$ cat config.mk
export PLATFORM = sky130hd
export DESIGN_NAME = thr_scan_scaler
export DESIGN_NICKNAME = d
export VERILOG_FILES = /design/src/rtl/thr_scan_pkg.sv /design/src/rtl/scan_sync_edge.sv /design/src/rtl/scan_counter_bank.sv /design/src/rtl/scan_sequencer.sv /design/src/rtl/thr_scan_scaler.sv
export SDC_FILE = /design/constraint.sdc
export NUM_CORES = 2
export LEC_CHECK = 0
export BUFFER_PORTS_ARGS = -buffer_cell sky130_fd_sc_hd__buf_2
export CAP_MARGIN = 20
export CORE_ASPECT_RATIO = 0.6
export CORE_MARGIN = 8
export CORE_UTILIZATION = 40
export DETAILED_ROUTE_END_ITERATION = 10
export HOLD_SLACK_MARGIN = 0.15
export PLACE_DENSITY = 0.64
export SLEW_MARGIN = 25
export SYNTH_ARGS = -nofsm -noshare
export SYNTH_HDL_FRONTEND = slang
export SYNTH_SLANG_ARGS = --single-unit
$ cat constraint.sdc
create_clock -name clk -period 4.47 [get_ports clk]
set_input_delay 0.6705 -clock clk [delete_from_list [all_inputs] [get_ports clk]]
set_output_delay 0.6705 -clock clk [all_outputs]
set_load 0.05 [all_outputs]
$ cat src/rtl/thr_scan_pkg.sv
package thr_scan_pkg;

    typedef enum logic [2:0] {
        ST_IDLE,
        ST_SETTLE,
        ST_SEEK,
        ST_ARM,
        ST_STROBE,
        ST_GAP,
        ST_EMIT
    } scan_state_e;

    // cycles with the LED channel selected but counting off, flushing the synchronizer
    localparam int ARM_LEN = 4;

    // true when the pulse just finished is the last one for the channel; zero acts as one
    function automatic logic final_pulse(input int unsigned pcnt, input int unsigned npulse);
        return (pcnt + 1) >= npulse;
    endfunction

    function automatic int unsigned max3(input int unsigned a, input int unsigned b,
                                         input int unsigned c);
        int unsigned m;
        m = (a > b) ? a : b;
        return (m > c) ? m : c;
    endfunction

endpackage

$ cat src/rtl/scan_sync_edge.sv
module scan_sync_edge #(
    parameter int NUM_CH = 64
) (
    input  logic              clk,
    input  logic              rst,
    input  logic [NUM_CH-1:0] line_in,
    output logic [NUM_CH-1:0] rise
);
    for (genvar i = 0; i < NUM_CH; i++) begin : g_ch
        logic meta_q, sync_q, last_q;
        always_ff @(posedge clk) begin
            if (rst) begin
                meta_q <= 1'b0;
                sync_q <= 1'b0;
                last_q <= 1'b0;
            end else begin
                meta_q <= line_in[i];
                sync_q <= meta_q;
                last_q <= sync_q;
            end
        end
        assign rise[i] = sync_q & ~last_q;
    end
endmodule

$ cat src/rtl/scan_counter_bank.sv
module scan_counter_bank #(
    parameter int NUM_CH = 64,
    parameter int CNT_W  = 16,
    localparam int CH_W  = (NUM_CH > 1) ? $clog2(NUM_CH) : 1
) (
    input  logic              clk,
    input  logic              rst,
    input  logic              clr,
    input  logic              en,
    input  logic [CH_W-1:0]   sel,
    input  logic [NUM_CH-1:0] rise,
    output logic [CNT_W-1:0]  sel_count
);
    localparam logic [CNT_W-1:0] CNT_MAX = '1;

    logic [NUM_CH*CNT_W-1:0] flat;

    for (genvar i = 0; i < NUM_CH; i++) begin : g_cnt
        logic [CNT_W-1:0] cnt_q;
        logic             mine;
        assign mine = (sel == CH_W'(i));
        always_ff @(posedge clk) begin
            if (rst) begin
                cnt_q <= '0;
            end else if (clr && mine) begin
                cnt_q <= '0;
            end else if (en && mine && rise[i] && cnt_q != CNT_MAX) begin
                cnt_q <= cnt_q + 1'b1;
            end
        end
        assign flat[i*CNT_W +: CNT_W] = cnt_q;
    end

    always_comb begin
        sel_count = '0;
        for (int i = 0; i < NUM_CH; i++) begin
            if (sel == CH_W'(i)) sel_count = flat[i*CNT_W +: CNT_W];
        end
    end
endmodule

$ cat src/rtl/scan_sequencer.sv
module scan_sequencer
    import thr_scan_pkg::*;
#(
    parameter int NUM_CH     = 64,
    parameter int THR_W      = 8,
    parameter int SETTLE_W   = 16,
    parameter int NPULSE_W   = 8,
    parameter int STROBE_LEN = 4,
    parameter int GAP_LEN    = 16,
    localparam int CH_W      = (NUM_CH > 1) ? $clog2(NUM_CH) : 1
) (
    input  logic                clk,
    input  logic                rst,
    input  logic                start,
    input  logic [THR_W-1:0]    thr_first,
    input  logic [THR_W-1:0]    thr_last,
    input  logic [NPULSE_W-1:0] pulses_per_ch,
    input  logic [SETTLE_W-1:0] settle_cycles,
    input  logic [NUM_CH-1:0]   ch_enable,
    output logic [THR_W-1:0]    thr_code,
    output logic [CH_W-1:0]     led_sel,
    output logic                led_strobe,
    output logic                cnt_en,
    output logic                cnt_clr,
    output logic                res_valid,
    output logic                busy,
    output logic                done,
    output logic [NUM_CH-1:0]   mask_q,
    output logic [SETTLE_W-1:0] settle_q
);
    localparam int PHASE_MAX = max3(STROBE_LEN, GAP_LEN, ARM_LEN);
    localparam int PH_W      = $clog2(PHASE_MAX + 1);
    localparam int TMR_W     = (SETTLE_W > PH_W) ? SETTLE_W : PH_W;
    localparam logic [CH_W-1:0] LAST_CH = CH_W'(NUM_CH - 1);

    scan_state_e         state_q;
    logic [THR_W-1:0]    thr_q, last_q;
    logic [CH_W-1:0]     ch_q;
    logic [TMR_W-1:0]    tmr_q;
    logic [NPULSE_W-1:0] pcnt_q, np_q;
    logic                scan_end;
    logic                ch_on;

    assign scan_end = (thr_q >= last_q);
    assign ch_on    = mask_q[ch_q];

    always_ff @(posedge clk) begin
        if (rst) begin
            state_q  <= ST_IDLE;
            thr_q    <= '0;
            last_q   <= '0;
            ch_q     <= '0;
            tmr_q    <= '0;
            pcnt_q   <= '0;
            np_q     <= '0;
            mask_q   <= '0;
            settle_q <= '0;
            done     <= 1'b0;
        end else begin
            case (state_q)
                ST_IDLE: begin
                    if (start) begin
                        thr_q    <= thr_first;
                        last_q   <= thr_last;
                        np_q     <= pulses_per_ch;
                        settle_q <= settle_cycles;
                        mask_q   <= ch_enable;
                        done     <= 1'b0;
                        tmr_q    <= '0;
                        state_q  <= ST_SETTLE;
                    end
                end
                ST_SETTLE: begin
                    if (tmr_q == TMR_W'(settle_q)) begin
                        ch_q    <= '0;
                        state_q <= ST_SEEK;
                    end else begin
                        tmr_q <= tmr_q + 1'b1;
                    end
                end
                ST_SEEK: begin
                    if (ch_on) begin
                        tmr_q   <= '0;
                        state_q <= ST_ARM;
                    end else if (ch_q == LAST_CH) begin
                        if (scan_end) begin
                            state_q <= ST_IDLE;
                            done    <= 1'b1;
                        end else begin
                            thr_q   <= thr_q + 1'b1;
                            tmr_q   <= '0;
                            state_q <= ST_SETTLE;
                        end
                    end else begin
                        ch_q <= ch_q + 1'b1;
                    end
                end
                ST_ARM: begin
                    if (tmr_q == TMR_W'(ARM_LEN - 1)) begin
                        tmr_q   <= '0;
                        pcnt_q  <= '0;
                        state_q <= ST_STROBE;
                    end else begin
                        tmr_q <= tmr_q + 1'b1;
                    end
                end
                ST_STROBE: begin
                    if (tmr_q == TMR_W'(STROBE_LEN - 1)) begin
                        tmr_q   <= '0;
                        state_q <= ST_GAP;
                    end else begin
                        tmr_q <= tmr_q + 1'b1;
                    end
                end
                ST_GAP: begin
                    if (tmr_q == TMR_W'(GAP_LEN - 1)) begin
                        tmr_q <= '0;
                        if (final_pulse(32'(pcnt_q), 32'(np_q))) begin
                            state_q <= ST_EMIT;
                        end else begin
                            pcnt_q  <= pcnt_q + 1'b1;
                            state_q <= ST_STROBE;
                        end
                    end else begin
                        tmr_q <= tmr_q + 1'b1;
                    end
                end
                ST_EMIT: begin
                    if (ch_q == LAST_CH) begin
                        if (scan_end) begin
                            state_q <= ST_IDLE;
                            done    <= 1'b1;
                        end else begin
                            thr_q   <= thr_q + 1'b1;
                            tmr_q   <= '0;
                            state_q <= ST_SETTLE;
                        end
                    end else begin
                        ch_q    <= ch_q + 1'b1;
                        state_q <= ST_SEEK;
                    end
                end
                default: state_q <= ST_IDLE;
            endcase
        end
    end

    assign thr_code   = thr_q;
    assign led_sel    = ch_q;
    assign led_strobe = (state_q == ST_STROBE);
    assign cnt_en     = (state_q == ST_STROBE) || (state_q == ST_GAP);
    assign cnt_clr    = (state_q == ST_SEEK) && ch_on;
    assign res_valid  = (state_q == ST_EMIT);
    assign busy       = (state_q != ST_IDLE);
endmodule

$ cat src/rtl/thr_scan_scaler.sv
module thr_scan_scaler #(
    parameter int NUM_CH     = 64,
    parameter int CNT_W      = 16,
    parameter int THR_W      = 8,
    parameter int SETTLE_W   = 16,
    parameter int NPULSE_W   = 8,
    parameter int STROBE_LEN = 4,
    parameter int GAP_LEN    = 16,
    localparam int CH_W      = (NUM_CH > 1) ? $clog2(NUM_CH) : 1
) (
    input  logic                clk,
    input  logic                rst,
    input  logic                start,
    input  logic [THR_W-1:0]    thr_first,
    input  logic [THR_W-1:0]    thr_last,
    input  logic [NPULSE_W-1:0] pulses_per_ch,
    input  logic [SETTLE_W-1:0] settle_cycles,
    input  logic [NUM_CH-1:0]   ch_enable,
    input  logic [NUM_CH-1:0]   disc_in,
    output logic [THR_W-1:0]    thr_code,
    output logic [CH_W-1:0]     led_sel,
    output logic                led_strobe,
    output logic                res_valid,
    output logic [THR_W-1:0]    res_thr,
    output logic [CH_W-1:0]     res_ch,
    output logic [CNT_W-1:0]    res_count,
    output logic                busy,
    output logic                done
);
    logic [NUM_CH-1:0]   rise;
    logic                cnt_en, cnt_clr;
    logic [NUM_CH-1:0]   mask_q;
    logic [SETTLE_W-1:0] settle_q;

    scan_sync_edge #(.NUM_CH(NUM_CH)) sync_i (
        .clk     (clk),
        .rst     (rst),
        .line_in (disc_in),
        .rise    (rise)
    );

    scan_sequencer #(
        .NUM_CH     (NUM_CH),
        .THR_W      (THR_W),
        .SETTLE_W   (SETTLE_W),
        .NPULSE_W   (NPULSE_W),
        .STROBE_LEN (STROBE_LEN),
        .GAP_LEN    (GAP_LEN)
    ) seq_i (
        .clk           (clk),
        .rst           (rst),
        .start         (start),
        .thr_first     (thr_first),
        .thr_last      (thr_last),
        .pulses_per_ch (pulses_per_ch),
        .settle_cycles (settle_cycles),
        .ch_enable     (ch_enable),
        .thr_code      (thr_code),
        .led_sel       (led_sel),
        .led_strobe    (led_strobe),
        .cnt_en        (cnt_en),
        .cnt_clr       (cnt_clr),
        .res_valid     (res_valid),
        .busy          (busy),
        .done          (done),
        .mask_q        (mask_q),
        .settle_q      (settle_q)
    );

    scan_counter_bank #(.NUM_CH(NUM_CH), .CNT_W(CNT_W)) bank_i (
        .clk       (clk),
        .rst       (rst),
        .clr       (cnt_clr),
        .en        (cnt_en),
        .sel       (led_sel),
        .rise      (rise),
        .sel_count (res_count)
    );

    assign res_thr = thr_code;
    assign res_ch  = led_sel;
endmodule

# Word level (Yosys, flattened, before mapping)
# Cells that the tools add are included.
[op_classes]
addsub = 69
n_bitwise = 128
muxes = 103
div_mod_pow = 0
n_eq_ne = 145
n_reduce_logical = 336
shifts = 0
n_mul = 0
magnitude_cmp = 3
[op_table]
columns = ["op", "n"]
rows = [
  ["16-bit two-way mux", 71],
  ["16-bit by 1-bit adder with 16-bit output, second input constant", 65],
  ["16-bit inequality test, second input constant", 64],
  ["1-bit logical AND", 257],
  ["6-bit == test, second input constant", 32],
  ["2-bit OR reduction", 65],
  ["6-bit by 5-bit == test with 1-bit output, second input constant", 16],
  ["16-bit one-hot mux with 6 select lines", 1],
  ["1-bit bitwise AND", 64],
  ["1-bit NOT", 64],
  ["8-bit two-way mux", 7],
  ["6-bit by 4-bit == test with 1-bit output, second input constant", 8],
  ["32-bit by 8-bit greater-or-equal comparator with 1-bit output", 1],
  ["6-bit by 3-bit == test with 1-bit output, second input constant", 4],
  ["8-bit one-hot mux with 3 select lines", 1],
  ["3-bit two-way mux", 7],
  ["3-bit one-hot mux with 7 select lines", 1],
  ["6-bit two-way mux", 3],
  ["6-bit one-hot mux with 3 select lines", 1],
  ["8-bit by 1-bit adder with 8-bit output, second input constant", 2],
  ["16-bit == test", 1],
  ["16-bit by 2-bit == test with 1-bit output, second input constant", 1],
  ["16-bit by 4-bit == test with 1-bit output, second input constant", 1],
  ["8-bit one-hot mux with 2 select lines", 1],
  ["other kinds (26)", 46],
]
[word_totals]
mem_count = 0
elab_cells = 1050
latchBits = 0
ramBits = 0
regBits = 1354
mem_bits_ro = 0
input_bits = 171

# Longest topological paths before layout
[depth]
depth_word = 65
mapped_depth = 17

# Hierarchy
# Synthesis repeated with hierarchy kept, for this count alone.
[hier_totals]
cells_unflattened = 8245
area_unflattened_um2 = 68077.8
[by_module_without_submodules]
columns = ["module", "seq_area_each_um2", "area_per_inst_um2", "cells_each", "instances"]
rows = [
  ["scan_counter_bank", 20499.7, 55446.9, 6865, 1],
  ["scan_sequencer", 2762.6, 6976.7, 897, 1],
  ["scan_sync_edge", 3843.7, 5549.1, 469, 1],
  ["thr_scan_scaler", 0.0, 105.1, 14, 1],
]

# Least setup slack after synthesis
# No wires, ideal clock.
[synth_path]
path_kind = "reg2out"
startpoint = "register seq_i.ch_q[0], in the netlist seq_i.led_sel[0]"
endpoint = "output port res_count[11]"
n_path_buf = 6
setup_slack_ns = -0.863
path_stages_with_launch = 15
arrival_time_ns = 4.663
cell_sequence = "dfxtp_1 > buf_4 > buf_2 > inv_1 > ha_1 > buf_2 > buf_2 > or2_2 > clkbuf_1 > clkbuf_1 > nand2_1 > nand2_1 > o21ai_0 > or4b_2 > a211oi_1"
[synth_between]
elab_chain_cells = 65
[synth_lines]
columns = ["element", "line_no", "text"]
rows = [
  ["from (decl)", "scan_sequencer.sv:38", "logic [CH_W-1:0] ch_q;"],
  ["from (signal assigned)", "scan_sequencer.sv:95", "ch_q <= ch_q + 1'b1;"],
  ["from (signal assigned)", "scan_sequencer.sv:139", "ch_q <= ch_q + 1'b1;"],
  ["6-bit zero test", "scan_counter_bank.sv:37", "if (sel == CH_W'(i)) sel_count = flat[i*CNT_W +: CNT_W];"],
  ["16-bit two-way mux (63 in a row)", "scan_counter_bank.sv:37", ""],
  ["16-bit two-way mux *", "scan_counter_bank.sv:37", ""],
  ["to (decl)", "thr_scan_scaler.sv:26", "output logic [CNT_W-1:0] res_count,"],
]
# Every way passes the cells marked *; elsewhere a longest branch is shown, timed or not.

# Final worst setup path
[layout_path]
startpoint = "register seq_i.ch_q[0], in the netlist seq_i.led_sel[0]"
endpoint = "output port res_count[13]"
# The elaborated chain is that of the path after synthesis.

==> summary by stage <==
STA
Setup violations remaining at the end of the flow were counted as 16. Derived from the worst setup path, the maximum achievable clock frequency is 200 MHz. Summed over all failing endpoints, the final setup total negative slack is -4.17 ns. The final worst clock skew is 0.0516 ns. Measured against its own limit, the worst slew margin works out to 0.251.

The number of hold-slack violations in the final timing report is 0. The slew at the pin closest to its max-slew limit is roughly 1.1 ns. The total count of max-transition violations in the final report is 0. The final period demand of the worst path is between 4 and 5 ns. Once routing completed, OpenROAD measured the worst setup slack at -0.529 ns. Setup repair after global routing could not meet its margin everywhere.

The share of the clock period used by the worst path after layout is 1.12.

Floorplanning
For this configuration, the core starts out at a cell density of 0.401. The die is around 550 µm wide. The I/O pin count is around 220. Measured along the y axis, the die boundary spans 335 µm.

The region available for standard cell placement spans between 150000 and 200000 µm². The number of standard-cell rows in the floorplan is between 100 and 150. The area of the die is 184000 µm².

Global route
Entering global routing, the biggest net connects 78 pins. The via count of the first global-routing pass is about 60000. Global routing finished with a remaining overflow of 0. The initial antenna violation count was 6. The overall fraction of global-route tracks in use is 0.293.

The first-pass GRT wire length is 409 mm.

Finish
The utilization of the core after routing is 0.499. The filler cell count in the final layout is 16100. The share of final-layout standard cells stronger than drive strength 1 is 0.170. Summing all flip-flop and latch instances after layout gives between 20000 and 30000 µm². The final-stage net count is just over 9000. The area growth from synthesis to layout is 24.2%.

Summing all non-filler instances in the final layout gives an area of between 80000 and 90000 µm². The most common cell after layout, fill and taps aside is dfxtp_1. For this run, the number of standard cells in the final layout without fillers is 11400. Leaving out fill and tap cells, the most frequent cells in the layout are 1348 x dfxtp_1, 1332 x nor2_1, 850 x nand2_1. The combined area of the multi-input logic cells is roughly 41000 µm².

Logic synthesis
The net count of the mapped netlist is 8463. The share of flip-flops with an asynchronous set or reset is 0. The number of synthesized register bits is ~1400. The number of enable flip-flop cells after synthesis is 0. The cell area that synthesis handed to floorplanning was a little under 70000 µm². The number of instances in the synthesized netlist is just over 8000. Of the synthesized area, sequential elements account for 0.399. The synthesized area per cell is about 8.3 µm². During synthesis, Yosys emitted a total of 0 warnings. After synthesis, the netlist uses between 100 and 150 different library cells. Among all flip-flop cells after synthesis, the most frequent one is dfxtp_1.

Clock network
The number of clock buffers added by TritonCTS is 146. The H-tree generated during clock tree synthesis spans 4 levels. The clock passes through at most 4 buffers. After clock tree synthesis, the clock-pin slew on the worst setup and hold paths is roughly 0.060 ns. Clock tree synthesis found a total of 1354 sinks.

The CTS tree is done. In this run the clock root is driven by a clkbuf_16. Clock latency on the worst-skew pair, taken at its later pin, is 0.83 ns.

Worst setup path
The slowest cell on the critical path is a222oi_1. On the worst path, the slowest cell contributes a delay of around 0.75 ns. The kind of capture point of the worst setup path is an output port. STA puts the critical path data arrival time at ~4.3 ns. The kind of start point of the critical path is a register. Of all nets on the critical path, the largest fanout is 6. Data on the critical path is required at its endpoint by approximately 3.8 ns. The worst setup path is of the register to output port kind. The critical path goes through ha_4, buf_12, nand3b_1, nor2_1, buf_4, nor2_4, a222oi_1, buf_4, nand4_1, or4b_4, a31oi_4, a2111o_1, buf_12.

Detailed routing
The count of nets left with antenna violations once routing finished came out at 0. The final route contains roughly 67000 vias. The first routing iteration left 9640 violations. The detailed-route wire length is around 280 mm.

The detailed-route wire length per cell is 25.0 µm. The wire length on met1 is roughly 130 mm. In this run the top signal layer used is met5. The met3 wire length is ~43 mm.

The total met2 wirelength after detailed routing is between 90 and 100 mm. The number of search-and-repair iterations in the first detailed-routing pass is 7. The average via count per standard cell is 5.90.

For this run, design rule violations remaining after detail routing come to 0.

Placed design
The congestion estimate from routability-driven global placement came to ~1.1. The HPWL after detailed placement is 218 mm. The count of input and output buffers is 218. The setup slack at placement is -0.566 ns. The number of instances in the placed design is between 10000 and 15000. Summing all placed instances gives a cell area of between 70000 and 80000 µm².

Hold path
The tightest min-delay check is of the input port to register type.

Power
The total power per unit cell area is 320 nW/µm². The analysis attributes to cell leakage a power of 31.3 nW. The worst ir drop on vdd is between 200 and 300 µV.

Outcome
The run finished, with violations left. The final reports fail on negative setup slack.

Run
The number of violations of the max-capacitance limit is 0.
[layer usage]
layer | up-vias | global-route usage
li1 | 30500 | -
met1 | 32300 | 0.453
met2 | 3716 | 0.355
met3 | 509 | 0.125
met4 | 2 | 0.0748
met5 | - | 0
[critical path: cells and delay by family (launching register included)]
| kind | cells | cell delay (ns) |
|---|---|---|
| flip-flops | 1 | 0.40 |
| AND/OR/NAND/NOR | 5 | 0.90 |
| AO/OA/AOI/OAI | 3 | 1.31 |
| buffers and inverters | 4 | 0.72 |
| adder cells (fa/ha/maj) | 1 | 0.18 |
[final timing paths]
check                                            start                         end  slack [ns]  depth (start not counted)
worst max-delay path                  seq_i.led_sel[0]               res_count[13]       -0.53                         13
worst min-delay path                      thr_first[0]           seq_i.thr_code[0]        0.25                          3
worst max register to register        seq_i.led_sel[0]  bank_i.g_cnt[40].cnt_q[12]        0.54                          9
worst min register to register  sync_i.g_ch[55].sync_q      sync_i.g_ch[55].last_q        0.43                          2
[cell type report]
| class | count | area share |
|---|---|---|
| Sequential cell | 1354 | 0.322 |
| Multi-Input combinational cell | 6405 | 0.486 |
| Tap cell | 2261 | 0.0336 |
| Timing Repair Buffer | 963 | 0.0961 |
| Clock inverter | 47 | 0.00767 |
| Antenna cell | 10 | 0.000297 |
| Clock buffer | 204 | 0.0492 |
| Inverter | 117 | 0.00536 |
[metrics by stage]
step                power (mW)  hold slack, ns
finish                    27.0           0.247
CTS                       27.1           0.188
detailed placement        14.5           0.423
global route              27.8           0.229
global placement          14.4           0.418
floorplan                 14.0           0.405
[power breakdown]
part           internal [mW]  leakage [nW]  switching (mW)  total, mW
clock network           7.25          2.34            5.32       12.6
logic                  0.678          18.1            1.22       1.90
registers               12.3          11.0           0.176       12.5
[logic make-up after synthesis]
family	count (synthesis)	synth area share
buffers and inverters	446	0.0319
multiplexers	90	0.0158
XOR/XNOR	892	0.115
flip-flops	1354	0.399
AO/OA/AOI/OAI	1245	0.131
adder cells (fa/ha/maj)	87	0.0160
AND/OR/NAND/NOR	4091	0.290
[flip-flops by register name, indices dropped and copies added (netlist names), 16 cells and up]
register / cells
bank_i.g_cnt.cnt_q: 1024
sync_i.g_ch.sync_q: 64
seq_i.settle_q: 16
sync_i.g_ch.last_q: 64
seq_i.tmr_q: 16
sync_i.g_ch.meta_q: 64
seq_i.mask_q: 64
[synth_stat cells, types with 17 or more instances]
| cell type | number | area, µm² |
|---|---|---|
| ha_1 | 87 | 1090 |
| nand4b_1 | 27 | 236 |
| inv_1 | 117 | 439 |
| o22ai_1 | 131 | 820 |
| buf_4 | 76 | 571 |
| buf_2 | 42 | 210 |
| a21o_4 | 52 | 781 |
| nor3_1 | 221 | 1110 |
| a21oi_1 | 314 | 1570 |
| a211oi_1 | 28 | 210 |
| and3_1 | 146 | 913 |
| xnor2_1 | 306 | 2680 |
| o21ai_0 | 175 | 876 |
| a2111oi_0 | 24 | 210 |
| mux2i_1 | 68 | 681 |
| a221oi_1 | 54 | 473 |
| a41oi_1 | 18 | 158 |
| a221o_1 | 20 | 200 |
| buf_1 | 20 | 75.1 |
| and2_1 | 46 | 288 |
| buf_6 | 20 | 225 |
| nand2_1 | 894 | 3360 |
| o221ai_1 | 33 | 289 |
| a21o_1 | 20 | 150 |
| nand4_1 | 259 | 1620 |
| o2111ai_1 | 20 | 175 |
| nor2_1 | 1381 | 5180 |
| dfxtp_1 | 1354 | 27100 |
| xor2_1 | 586 | 5130 |
| clkbuf_1 | 171 | 642 |
| or2_2 | 36 | 225 |
| a211o_1 | 17 | 149 |
| nor4_1 | 47 | 294 |
| a31oi_1 | 38 | 238 |
| nand2b_1 | 42 | 263 |
| or3_1 | 76 | 475 |
| a22oi_1 | 62 | 465 |
| nor3b_1 | 23 | 173 |
| a222oi_1 | 19 | 190 |
| and4_1 | 97 | 850 |
| o211ai_1 | 28 | 210 |
| nand3_1 | 438 | 2190 |
| a22o_1 | 34 | 298 |
| nor2b_1 | 252 | 1580 |
[timing repair]
item | 4_1_cts | 5_1_grt
buffers inserted | 92 | 42
gates resized for setup | 449 | 152
endpoints found under the setup margin | 16 | 16
pin swaps | 107 | 75
hold buffers | 167 | 0
gates cloned | 2 | 1
endpoints found under the hold margin | 167 | 0
Note: power is estimated with default switching activity, not from simulation.
